[config.mk]
export PLATFORM = sky130hd
export DESIGN_NAME = alu8_status
export DESIGN_NICKNAME = d
export VERILOG_FILES = /design/src/rtl/alu8_pkg.sv /design/src/rtl/alu8_addsub.sv /design/src/rtl/alu8_logic.sv /design/src/rtl/alu8_shift.sv /design/src/rtl/alu8_status.sv
export SDC_FILE = /design/constraint.sdc
export NUM_CORES = 1
export LEC_CHECK = 0
export BUFFER_PORTS_ARGS = -buffer_cell sky130_fd_sc_hd__buf_2
export CORE_ASPECT_RATIO = 1.2
export CORE_MARGIN = 1.5
export CORE_UTILIZATION = 35
export CTS_BUF_LIST = sky130_fd_sc_hd__clkbuf_8
export DETAILED_ROUTE_END_ITERATION = 8
export SYNTH_ARGS = -nofsm -noshare
export SYNTH_HDL_FRONTEND = slang
export SYNTH_HIERARCHICAL = 1
export SYNTH_SLANG_ARGS = --single-unit
export TNS_END_PERCENT = 50
[constraint.sdc]
create_clock -name clk -period 1 [get_ports clk]
set_clock_uncertainty 0.2 [all_clocks]
set_input_delay 0.05 -clock clk [delete_from_list [all_inputs] [get_ports clk]]
set_output_delay 0.05 -clock clk [all_outputs]
set_load 0.01 [all_outputs]
[src/rtl/alu8_pkg.sv]
package alu8_pkg;
  localparam int DW  = 8;
  localparam int NW  = DW / 2;
  localparam int OPW = 4;

  localparam int CC_HI = 7;
  localparam int CC_LO = 6;
  localparam int NCY_B = 5;
  localparam int CWM_B = 3;
  localparam int OVF_B = 2;
  localparam int UCM_B = 1;
  localparam int CY_B  = 0;

  typedef enum logic [OPW-1:0] {
    OP_LOAD  = 4'd0,
    OP_ADD   = 4'd1,
    OP_SUB   = 4'd2,
    OP_AND   = 4'd3,
    OP_IOR   = 4'd4,
    OP_EOR   = 4'd5,
    OP_CMP   = 4'd6,
    OP_TMASK = 4'd7,
    OP_ROL   = 4'd8,
    OP_ROR   = 4'd9,
    OP_DADJ  = 4'd10
  } alu_op_e;

  function automatic logic [1:0] cc_of(input logic [DW-1:0] v);
    if (v == '0)       return 2'b00;
    else if (v[DW-1])  return 2'b10;
    else               return 2'b01;
  endfunction
endpackage

[src/rtl/alu8_addsub.sv]
module alu8_addsub
  import alu8_pkg::*;
(
  input  logic [DW-1:0] a,
  input  logic [DW-1:0] b,
  input  logic          sub,
  input  logic          cy_mode,
  input  logic          cy_in,
  output logic [DW-1:0] sum,
  output logic          cy_out,
  output logic          ncy_out,
  output logic          ovf_out
);
  logic [DW-1:0] b_eff;
  logic          ci;
  logic [NW:0]   lo_sum;
  logic [NW:0]   hi_sum;

  always_comb begin
    b_eff   = sub ? ~b : b;
    ci      = cy_mode ? cy_in : sub;
    lo_sum  = {1'b0, a[NW-1:0]} + {1'b0, b_eff[NW-1:0]} + {{NW{1'b0}}, ci};
    hi_sum  = {1'b0, a[DW-1:NW]} + {1'b0, b_eff[DW-1:NW]} + {{NW{1'b0}}, lo_sum[NW]};
    sum     = {hi_sum[NW-1:0], lo_sum[NW-1:0]};
    cy_out  = hi_sum[NW];
    ncy_out = lo_sum[NW];
    ovf_out = (a[DW-1] == b_eff[DW-1]) && (sum[DW-1] != a[DW-1]);
  end
endmodule

[src/rtl/alu8_logic.sv]
module alu8_logic
  import alu8_pkg::*;
(
  input  logic [DW-1:0]  a,
  input  logic [DW-1:0]  b,
  input  logic [OPW-1:0] op,
  input  logic           unsigned_cmp,
  output logic [DW-1:0]  res,
  output logic [1:0]     cmp_cc,
  output logic [1:0]     mask_cc
);
  logic a_lt;
  logic a_eq;

  always_comb begin
    case (op)
      OP_AND:  res = a & b;
      OP_IOR:  res = a | b;
      OP_EOR:  res = a ^ b;
      default: res = b;
    endcase
    a_eq = (a == b);
    a_lt = unsigned_cmp ? (a < b) : ($signed(a) < $signed(b));
    if (a_eq)      cmp_cc = 2'b00;
    else if (a_lt) cmp_cc = 2'b10;
    else           cmp_cc = 2'b01;
    mask_cc = ((a & b) == b) ? 2'b00 : 2'b10;
  end
endmodule

[src/rtl/alu8_shift.sv]
module alu8_shift
  import alu8_pkg::*;
(
  input  logic [DW-1:0]  a,
  input  logic [OPW-1:0] op,
  input  logic           cy_mode,
  input  logic           cy_in,
  input  logic           ncy_in,
  output logic [DW-1:0]  res,
  output logic           cy_out
);
  localparam logic [NW-1:0] DEC_FIX = NW'(10);
  logic [DW-1:0] adj;
  logic [1:0]    fix_need;

  assign fix_need = {~cy_in, ~ncy_in};

  genvar n;
  generate
    for (n = 0; n < 2; n++) begin : g_nib
      assign adj[n*NW +: NW] = a[n*NW +: NW] + (fix_need[n] ? DEC_FIX : '0);
    end
  endgenerate

  always_comb begin
    res    = a;
    cy_out = cy_in;
    case (op)
      OP_ROL: begin
        res    = {a[DW-2:0], cy_mode ? cy_in : a[DW-1]};
        cy_out = cy_mode ? a[DW-1] : cy_in;
      end
      OP_ROR: begin
        res    = {cy_mode ? cy_in : a[0], a[DW-1:1]};
        cy_out = cy_mode ? a[0] : cy_in;
      end
      OP_DADJ: res = adj;
      default: res = a;
    endcase
  end
endmodule

[src/rtl/alu8_status.sv]
module alu8_status
  import alu8_pkg::*;
(
  input  logic           clk,
  input  logic           rst_n,
  input  logic           op_en,
  input  logic [OPW-1:0] op_sel,
  input  logic [DW-1:0]  opa,
  input  logic [DW-1:0]  opb,
  input  logic [DW-1:0]  psl_in,
  output logic [DW-1:0]  res_out,
  output logic [DW-1:0]  psl_out
);
  logic [DW-1:0] as_sum;
  logic          as_cy, as_ncy, as_ovf;
  logic [DW-1:0] lg_res;
  logic [1:0]    cmp_cc, mask_cc;
  logic [DW-1:0] sh_res;
  logic          sh_cy;
  logic [DW-1:0] res_d, psl_d;
  logic [DW-1:0] res_q, psl_q;

  alu8_addsub u_addsub (
    .a(opa), .b(opb), .sub(op_sel == OP_SUB),
    .cy_mode(psl_in[CWM_B]), .cy_in(psl_in[CY_B]),
    .sum(as_sum), .cy_out(as_cy), .ncy_out(as_ncy), .ovf_out(as_ovf)
  );

  alu8_logic u_logic (
    .a(opa), .b(opb), .op(op_sel), .unsigned_cmp(psl_in[UCM_B]),
    .res(lg_res), .cmp_cc(cmp_cc), .mask_cc(mask_cc)
  );

  alu8_shift u_shift (
    .a(opa), .op(op_sel), .cy_mode(psl_in[CWM_B]),
    .cy_in(psl_in[CY_B]), .ncy_in(psl_in[NCY_B]),
    .res(sh_res), .cy_out(sh_cy)
  );

  always_comb begin
    res_d = opa;
    psl_d = psl_in;
    case (op_sel)
      OP_ADD, OP_SUB: begin
        res_d               = as_sum;
        psl_d[CC_HI:CC_LO]  = cc_of(as_sum);
        psl_d[NCY_B]        = as_ncy;
        psl_d[OVF_B]        = as_ovf;
        psl_d[CY_B]         = as_cy;
      end
      OP_LOAD, OP_AND, OP_IOR, OP_EOR: begin
        res_d               = lg_res;
        psl_d[CC_HI:CC_LO]  = cc_of(lg_res);
      end
      OP_CMP:   psl_d[CC_HI:CC_LO] = cmp_cc;
      OP_TMASK: psl_d[CC_HI:CC_LO] = mask_cc;
      OP_ROL, OP_ROR, OP_DADJ: begin
        res_d       = sh_res;
        psl_d[CY_B] = sh_cy;
      end
      default: ;
    endcase
  end

  always_ff @(posedge clk or negedge rst_n) begin
    if (!rst_n) begin
      res_q <= '0;
      psl_q <= '0;
    end else if (op_en) begin
      res_q <= res_d;
      psl_q <= psl_d;
    end
  end

  assign res_out = res_q;
  assign psl_out = psl_q;
endmodule

Word-level counts from Yosys, hierarchy flattened
Index checks and enable logic that the tools add are counted.
- bits in registers: 16
- output and inout bits: 16
- input port bits: 31
- logic and storage cells: 59
- eq/ne operators: 14
- reductions and logical operators: 7
- add/sub/neg operators: 6
- mux-type cells: 24
- bitwise operators: 4
- order comparisons: 2
- operators with widths (kind ; count):
    case mux 8 bit (3 select lines) ; 3
    == test 4 x 3 -> 1 bit (second input constant) ; 4
    == test 8 bit ; 2
    zero test 8 bit ; 2
    less-than comparator 8 bit ; 2
    two-way mux 2 bit ; 7
    == test 4 bit (second input constant) ; 3
    adder 4 x 4 -> 5 bit ; 2
    adder 5 x 1 -> 5 bit ; 2
    adder 4 bit ; 2
    bitwise AND 8 bit ; 1
    == test 4 x 2 -> 1 bit (second input constant) ; 2
    two-way mux 1 bit ; 8
    two-way mux 4 bit ; 2
    two-way mux 8 bit ; 1
    NOT 8 bit ; 1
    OR 8 bit ; 1
    case mux 2 bit (4 select lines) ; 1
    XOR 8 bit ; 1
    == test 4 x 1 -> 1 bit (second input constant) ; 1
    zero test 4 bit ; 1
    case mux 1 bit (2 select lines) ; 2
    OR reduction 4 bit ; 1
    OR reduction 3 bit ; 1
    4 further kinds ; 4

Depth between registers and ports, before layout
Gate-level depths: netlist of run 1.
- depth in word-level cells: 8
- mapped depth: 17
- gate-level depth less buffers: 15

Hierarchy
Netlist of run 1, hierarchy kept.
- modules (own cells, without submodules) (module ; cells each ; sequential area each (um2) ; instances ; area each (um2)):
    alu8_status ; 155 ; 400.4 ; 1 ; 1237.4
    alu8_logic ; 110 ; 0.0 ; 1 ; 839.6
    alu8_shift ; 65 ; 0.0 ; 1 ; 475.5
    alu8_addsub ; 42 ; 0.0 ; 1 ; 380.4

Least setup slack after synthesis of run 1
No wires, ideal clock.
- kind: input port to flip-flop
- start: input port op_sel[1]
- end: register psl_q[6] (netlist: psl_out[6])
- setup slack: -2825 ps
- arrival time: 3494 ps
- required time: 669 ps
- stages on the path: 16
- library setup time: 131 ps
- path buffers: 2
- cells stage by stage: clkbuf_1 -> nor3b_2 -> and2_1 -> buf_4 -> xnor2_1 -> fa_1 -> fa_1 -> nor2b_1 -> o21ai_0 -> nand2b_1 -> fa_1 -> fa_1 -> nor4_1 -> a2111oi_0 -> a311oi_1 -> o21ai_0
- cells in the longest elaborated chain, start to end: 8
- elaborated cells between the ends (all ways): 24
- RTL lines (what ; RTL line ; RTL):
    start: declaration ; alu8_status.sv:7 ; input logic [OPW-1:0] op_sel,
    == test 4 x 2 -> 1 bit * ; alu8_status.sv:24 ; .a(opa), .b(opb), .sub(op_sel == OP_SUB),
    two-way mux 8 bit ; alu8_addsub.sv:20 ; b_eff = sub ? ~b : b;
    adder 4 x 4 -> 5 bit ; alu8_addsub.sv:22 ; lo_sum = {1'b0, a[NW-1:0]} + {1'b0, b_eff[NW-1:0]} + {{NW{1'b0}}, ci};
    adder 5 x 1 -> 5 bit * ; alu8_addsub.sv:22 ;
    via as_ncy ; alu8_status.sv:15 ; logic as_cy, as_ncy, as_ovf;
    adder 5 x 1 -> 5 bit * ; alu8_addsub.sv:23 ; hi_sum = {1'b0, a[DW-1:NW]} + {1'b0, b_eff[DW-1:NW]} + {{NW{1'b0}}, lo_sum[NW]};
    via as_sum[5] ; alu8_status.sv:14 ; logic [DW-1:0] as_sum;
    zero test 8 bit * ; alu8_pkg.sv:29 ; if (v == '0) return 2'b00;
    two-way mux 2 bit * ; alu8_pkg.sv:29 ;
    case mux 2 bit (4 select lines) * ; alu8_status.sv:43 ; case (op_sel)
    end signal: assignment ; alu8_status.sv:71 ; psl_q <= psl_d;
    end: declaration ; alu8_status.sv:21 ; logic [DW-1:0] res_q, psl_q;
The timed path passes the listed nets; every way through them passes the cells marked *.
A chain may end at the register's enable or synchronous reset.

Final worst setup path of run 1
- start: input port op_sel[0]
- end: register psl_q[6] (netlist: psl_out[6])
Same word-level chain as after synthesis.

==> flow_metrics.tcl, run 1 <==
set metrics [dict create \
    status "complete, but fails checks" \
    violations "negative hold slack, negative setup slack" \
    rsz0062_at_grt "yes" \
    synth-seq-cells 16 \
    fp.dieH_um 103.3 \
    gp_congestion 0.9052 \
    crit_arrival_ns 3.14 \
    power.share.switching_pct 37.32 \
    hold_viol 5 \
    yosysTopAreaCellShare_pct 17.49 \
    final_cell_mix "buf_4 (95), nor2_1 (42), buf_2 (42), ha_1 (40), inv_1 (31)" \
    relSlewSlack_pct 64.82 \
    post-route-util_pct 52.76 \
    die_w_um 86.57 \
    clock_sinks 16 \
    hold_path.class "input port to flop" \
    avgSynthCellArea_um2 7.884 \
    cts_tree "done" \
    dpl_worst_slack_ns -2.626 \
    antenna_found_initial 0 \
    ys_seq_area_share_pct 13.65 \
    port_buffers 46 \
    synth_edf_count 0 \
    startpoint_type "input port" \
    numCtsBuffers 3 \
    grt_pass1_vias 3150 \
    wl_per_cell_um 15.21 \
    grt_max_degree 51 \
    antenna_left 0 \
    synth_area_leaders "ha_1 (17%), dfrtp_1 (14%), mux2i_1 (5.5%)" \
    vias_per_cell 5.254 \
    layout-drive-gt1-share_pct 37.87 \
    crit_type "input port to flop" \
    rows 36 \
    cp_top_family "adder cells" \
    firstDrtPassIters 4 \
    power.switching_mw 1.284 \
    finalSetupViolations 29 \
    drv_cap 0 \
    htree_levels 1 \
    worst_pin_slew_ns 0.5242 \
    path_clk_slew_ns 0.06 \
    pwr-share-clk_pct 13.6 \
    start_util_pct 36.17 \
    grt_overflow_total 0 \
    final_nets 585 \
    fmax_mhz 311.2 \
    drc 0 \
    setup_tns_ns -22.02 \
    insertion_delay_ns 0.25 \
    finalPower_mw 3.441 \
    areaGrowthSynthToFinish_pct 45.86 \
    worst_slack_ns -2.213 \
    crit_required_ns 0.93 \
    core-area_um2 8108 \
    netlist_instances 372 \
    whs_ns -0.1652 \
    clockBufferDepth 2 \
    dp_hpwl_um 7335 \
    yosysWarnings 6 \
    synth_area_um2 2933 \
    crit_chain "buf_8, nor3b_4, and2_4, buf_6, xor2_1, ha_1, nor2b_1, o21ai_1, nand2b_1, fa_2, fa_2, xor2_2, nor4_2, a2111oi_1, a311oi_1, o21ai_1" \
    power_frac_seq_pct 22.7 \
    wirelength_um 9159 \
    maxSlewViolCount 0 \
    p_int_mw 2.157 \
    powerDensity_nw_per_um2 804.3 \
    r2r_slack_ns 0.05 \
    slowest_delay_ns 0.41 \
    critPathMaxFanout 3 \
    comb_power_share_pct 63.7 \
    synth_cell_types 62 \
    layout_commonest_cell "buf_4" \
    ioPinCount 47 \
    fin_crit_ns 3.213 \
    worst_path_max_delay_cell "fa_2" \
    vdd_drop_max_mv 0.3411 \
    ys_async_sr_fraction_pct 100.0 \
    power_leakage_nw 2.147 \
    grt_pass1_wl_um 14920 \
    cp_num_buf_inv 2 \
    synth-main-ff-cell "dfrtp_1" \
    syn-num-nets 448 \
    dieArea_um2 8940 \
    yosysTopAreaCell "ha_1" \
    drt_iter0_markers 183 \
    fin_crit_sh_pct 321.3 \
    grt_util_all_layers_pct 20.92 \
    endpoint_kind "flop" \
    cts_hold_buf 2 \
    cts-root-buf "clkbuf_8" \
    diodes 0 \
    vias 3163 \
]
-- cell type report --
type | count | area [um2]
clock buffers | 3 | 41.29
fillers | 782 | 3830
inverters | 33 | 123.9
multi-input cells | 300 | 2440
flip-flops and latches | 16 | 400.4
well taps | 95 | 118.9
repair buffers | 155 | 1154
-- Yosys cell counts (all sizes together), types with 2 or more instances --
library cell  count
o21a              3
xnor2             5
clkbuf           11
nand2            18
a221o             9
o211ai            2
nand3b            3
ha               41
a31oi            13
o21ai            17
nor3b            10
buf              12
nor4              6
a21o              4
and2              2
nor2b             3
o22ai             9
nand2b           15
nor2             42
inv              33
nor3              3
a221oi            3
fa                4
xor2              9
a21oi            30
mux2i            16
dfrtp            16
and3b             2
o31ai             3
mux2              7
-- per-layer routing --
metal	part of all wire, %	global-route usage, %
met2	50	38.88
met1	43	25.67
met5	0	0
met3	3.2	0.8730
met4	3.1	7.568
-- power by group through the flow --
| stage | sequential [mW] | clock [mW] | combinational [mW] |
|---|---|---|---|
| global placement | 0.792 | 0 | 1.89 |
| detailed placement | 0.794 | 0 | 1.94 |
| CTS | 0.782 | 0.489 | 2.08 |
| finish | 0.780 | 0.469 | 2.19 |
| floorplan | 0.834 | 0 | 0.983 |
| global route | 0.794 | 0.502 | 2.40 |
-- final timing paths --
check                           start         end  depth (start not counted)
max reg2reg                psl_out[6]  psl_out[6]                          3
min reg2reg                psl_out[1]  psl_out[1]                          1
max                         op_sel[0]  psl_out[6]                         16
max in group asynchronous       rst_n  res_out[6]                          2
min                         psl_in[4]  psl_out[4]                          2
min in group asynchronous       rst_n  psl_out[6]                          2
-- cells by family after synthesis --
logic type | synth area share, %
buffers and inverters | 8.404
adders and majority gates | 20.22
AOI/OAI and AO/OA | 23.68
muxes | 8.148
xor gates and xnor gates | 4.991
DFF | 13.65
other | 0.1279
and+or+nand+nor | 20.78
-- timing repair --
action	4_1_cts	5_1_grt
hold endpoints to repair	22	4
pin swaps	32	16
endpoints found under the setup margin	29	29
resized for setup	29	21
setup buffers	8	7
-- sequential cells by signal, summed over array words and instances (netlist names) --
| register | cells |
|---|---|
| psl_out | 8 |
| res_out | 8 |
-- per-stage QoR --
stage,instances,area (um2),hold WS [ns]
final,602,4278,-0.1652
after global routing,602,4278,-0.1703
after CTS,598,4154,-0.1721
after detailed placement,589,3973,-0.2167
after global placement,589,3973,-0.2201
after floorplan,372,3013,-0.4456
-- worst register-to-register path, cell delays in order, from the launching register on --
cell     delay (ns)
dfrtp_1        0.38
inv_1          0.06
o32a_1         0.13
o21ai_1        0.06
No activity file was read; power rests on OpenSTA's default activity.
==> inputs of run 2 (changes only) <==
--- a/config.mk
+++ b/config.mk
@@ -5,12 +5,14 @@
 export SDC_FILE = /design/constraint.sdc
 export NUM_CORES = 1
 export LEC_CHECK = 0
+export ABC_CLOCK_PERIOD_IN_PS = 1000
 export BUFFER_PORTS_ARGS = -buffer_cell sky130_fd_sc_hd__buf_2
 export CORE_ASPECT_RATIO = 1.2
 export CORE_MARGIN = 1.5
 export CORE_UTILIZATION = 35
 export CTS_BUF_LIST = sky130_fd_sc_hd__clkbuf_8
 export DETAILED_ROUTE_END_ITERATION = 8
+export SKIP_CTS_REPAIR_TIMING = 1
 export SYNTH_ARGS = -nofsm -noshare
 export SYNTH_HDL_FRONTEND = slang
 export SYNTH_HIERARCHICAL = 1
==> constraint.sdc (replaced) <==
create_clock -name clk -period 1 [get_ports clk]
set_clock_uncertainty 0.2 [all_clocks]
set_input_delay 0.15 -clock clk [delete_from_list [all_inputs] [get_ports clk]]
set_output_delay 0.15 -clock clk [all_outputs]
set_load 0.01 [all_outputs]
==> run 2 against run 1 <==
The flow still finishes with violations (negative hold slack, negative setup slack). Combinational power about the same. Sequential cell count stayed put. Sequential share of layout area increased by 0.052 points. Maximum frequency down 2.3%. Utilization shrank 0.29 points. First-iteration DRC count shrank 11%.
==> flow_metrics.tcl, run 2 (synthesis gave the netlist of run 1 again) <==
set metrics [dict create \
    fillers 789 \
    powerDensity_nw_per_um2 832.2 \
    critPathMaxFanout 3 \
    antenna_left 0 \
    grt_overflow_total 0 \
    crit_arrival_ns 3.23 \
    power.share.switching_pct 37.24 \
    crit_chain "buf_4, nor3b_4, and2_4, xnor2_4, fa_2, fa_2, nor2b_2, o21ai_1, nand2b_1, fa_2, fa_2, nor4_4, a2111oi_2, a311oi_1, o21ai_1" \
    power_leakage_nw 2.142 \
    worstReg2RegEnd "psl_out[3]" \
    areaGrowthSynthToFinish_pct 45.05 \
    antenna_found_initial 0 \
    grt_pass1_vias 3154 \
    hold_start "psl_in[4]" \
    cp_top_family "adder cells" \
    post-route-util_pct 52.47 \
    insertion_delay_ns 0.25 \
    die_w_um 86.57 \
    r2r_start "psl_out[3]" \
    rsz0062_at_grt "yes" \
    layout-drive-gt1-share_pct 36.96 \
    hold_path_depth 2 \
    fin_crit_sh_pct 329.0 \
    drv_cap 0 \
    relSlewSlack_pct 65.79 \
    violations "negative hold slack, negative setup slack" \
    power.switching_mw 1.318 \
    gp_congestion 0.9053 \
    worst_slack_ns -2.290 \
    vias_per_cell 5.225 \
    power_frac_seq_pct 22.1 \
    port_buffers 46 \
    start_util_pct 36.17 \
    finalPower_mw 3.540 \
    hold_viol 2 \
    crit_type "input port to flop" \
    pwr-share-clk_pct 16.1 \
    layout_commonest_cell "buf_4" \
    clockBufferDepth 2 \
    whs_ns -0.06606 \
    path_clk_slew_ns 0.06 \
    fin_crit_ns 3.290 \
    ioPinCount 47 \
    drc 0 \
    cts-root-buf "clkbuf_8" \
    slowest_delay_ns 0.49 \
    crit_required_ns 0.94 \
    post-route-cell-area_um2 4254 \
    wl_per_cell_um 15.30 \
    maxSlewViolCount 0 \
    finalSetupViolations 29 \
    status "complete, but fails checks" \
    path_common_cell "fa_2" \
    core-area_um2 8108 \
    worst_pin_slew_ns 0.5097 \
    p_int_mw 2.222 \
    worst_path_max_delay_cell "fa_2" \
    final_cell_mix "buf_4 (95), nor2_1 (42), buf_2 (41), ha_1 (41), inv_1 (31)" \
    cp_num_buf_inv 1 \
    ff2ff_path_depth 1 \
    dp_cells 589 \
    whs_endpoint "psl_out[4]" \
    dieArea_um2 8940 \
    dpl_worst_slack_ns -2.718 \
    diodes 0 \
    fp.dieH_um 103.3 \
    grt_max_degree 51 \
    fin_cells 601 \
    clock_sinks 16 \
    firstDrtPassIters 4 \
    grt_pass1_wl_um 14820 \
    placed_area_um2 3973 \
    wirelength_um 9195 \
    numCtsBuffers 3 \
    hold_path.class "input port to flop" \
    htree_levels 1 \
    dp_hpwl_um 7355 \
    comb_power_share_pct 61.8 \
    cts_tree "done" \
    startpoint_type "input port" \
    r2r_slack_ns 0.06 \
    drt_iter0_markers 163 \
    rows 36 \
    endpoint_kind "flop" \
    vias 3140 \
    final_nets 583 \
    vdd_drop_max_mv 0.3782 \
    grt_util_all_layers_pct 20.92 \
    fmax_mhz 304.0 \
    setup_tns_ns -25.27 \
]
## run 2: worst max-delay path by stage
stage	startpoint	to	slack, ns	depth (start not counted)
after CTS	op_sel[3]	psl_out[6]	-2.46	16
after global routing	op_sel[1]	psl_out[6]	-2.46	15
final	op_sel[1]	psl_out[6]	-2.29	15
after global placement	op_sel[3]	psl_out[6]	-2.62	15
after detailed placement	op_sel[3]	psl_out[6]	-2.72	16
after floorplan	op_sel[3]	psl_out[6]	-2.65	16
## run 2: layer usage
layer	vias to the layer above	part of all wire (%)	track usage (%)
li1	1595	-	-
met1	1474	44	25.58
met2	59	50	38.94
met3	12	2.4	0.7143
met4	0	3.0	7.940
met5	-	0	0
## run 2: final cells by class
cell class / instances / area (um2) / area share (%)
Sequential cell: 16 / 400.4 / 9.412
Inverter: 33 / 126.4 / 2.971
Timing Repair Buffer: 153 / 1135 / 26.68
Tap cell: 95 / 118.9 / 2.794
Clock buffer: 4 / 55.05 / 1.294
Multi-Input combinational cell: 300 / 2419 / 56.85
## run 2: power groups by stage
stage	clock network [mW]	registers (mW)	logic [mW]
floorplan	0	0.834	0.983
global placement	0	0.792	1.89
detailed placement	0	0.794	1.94
CTS	0.583	0.781	1.94
global route	0.614	0.793	2.39
finish	0.570	0.782	2.19
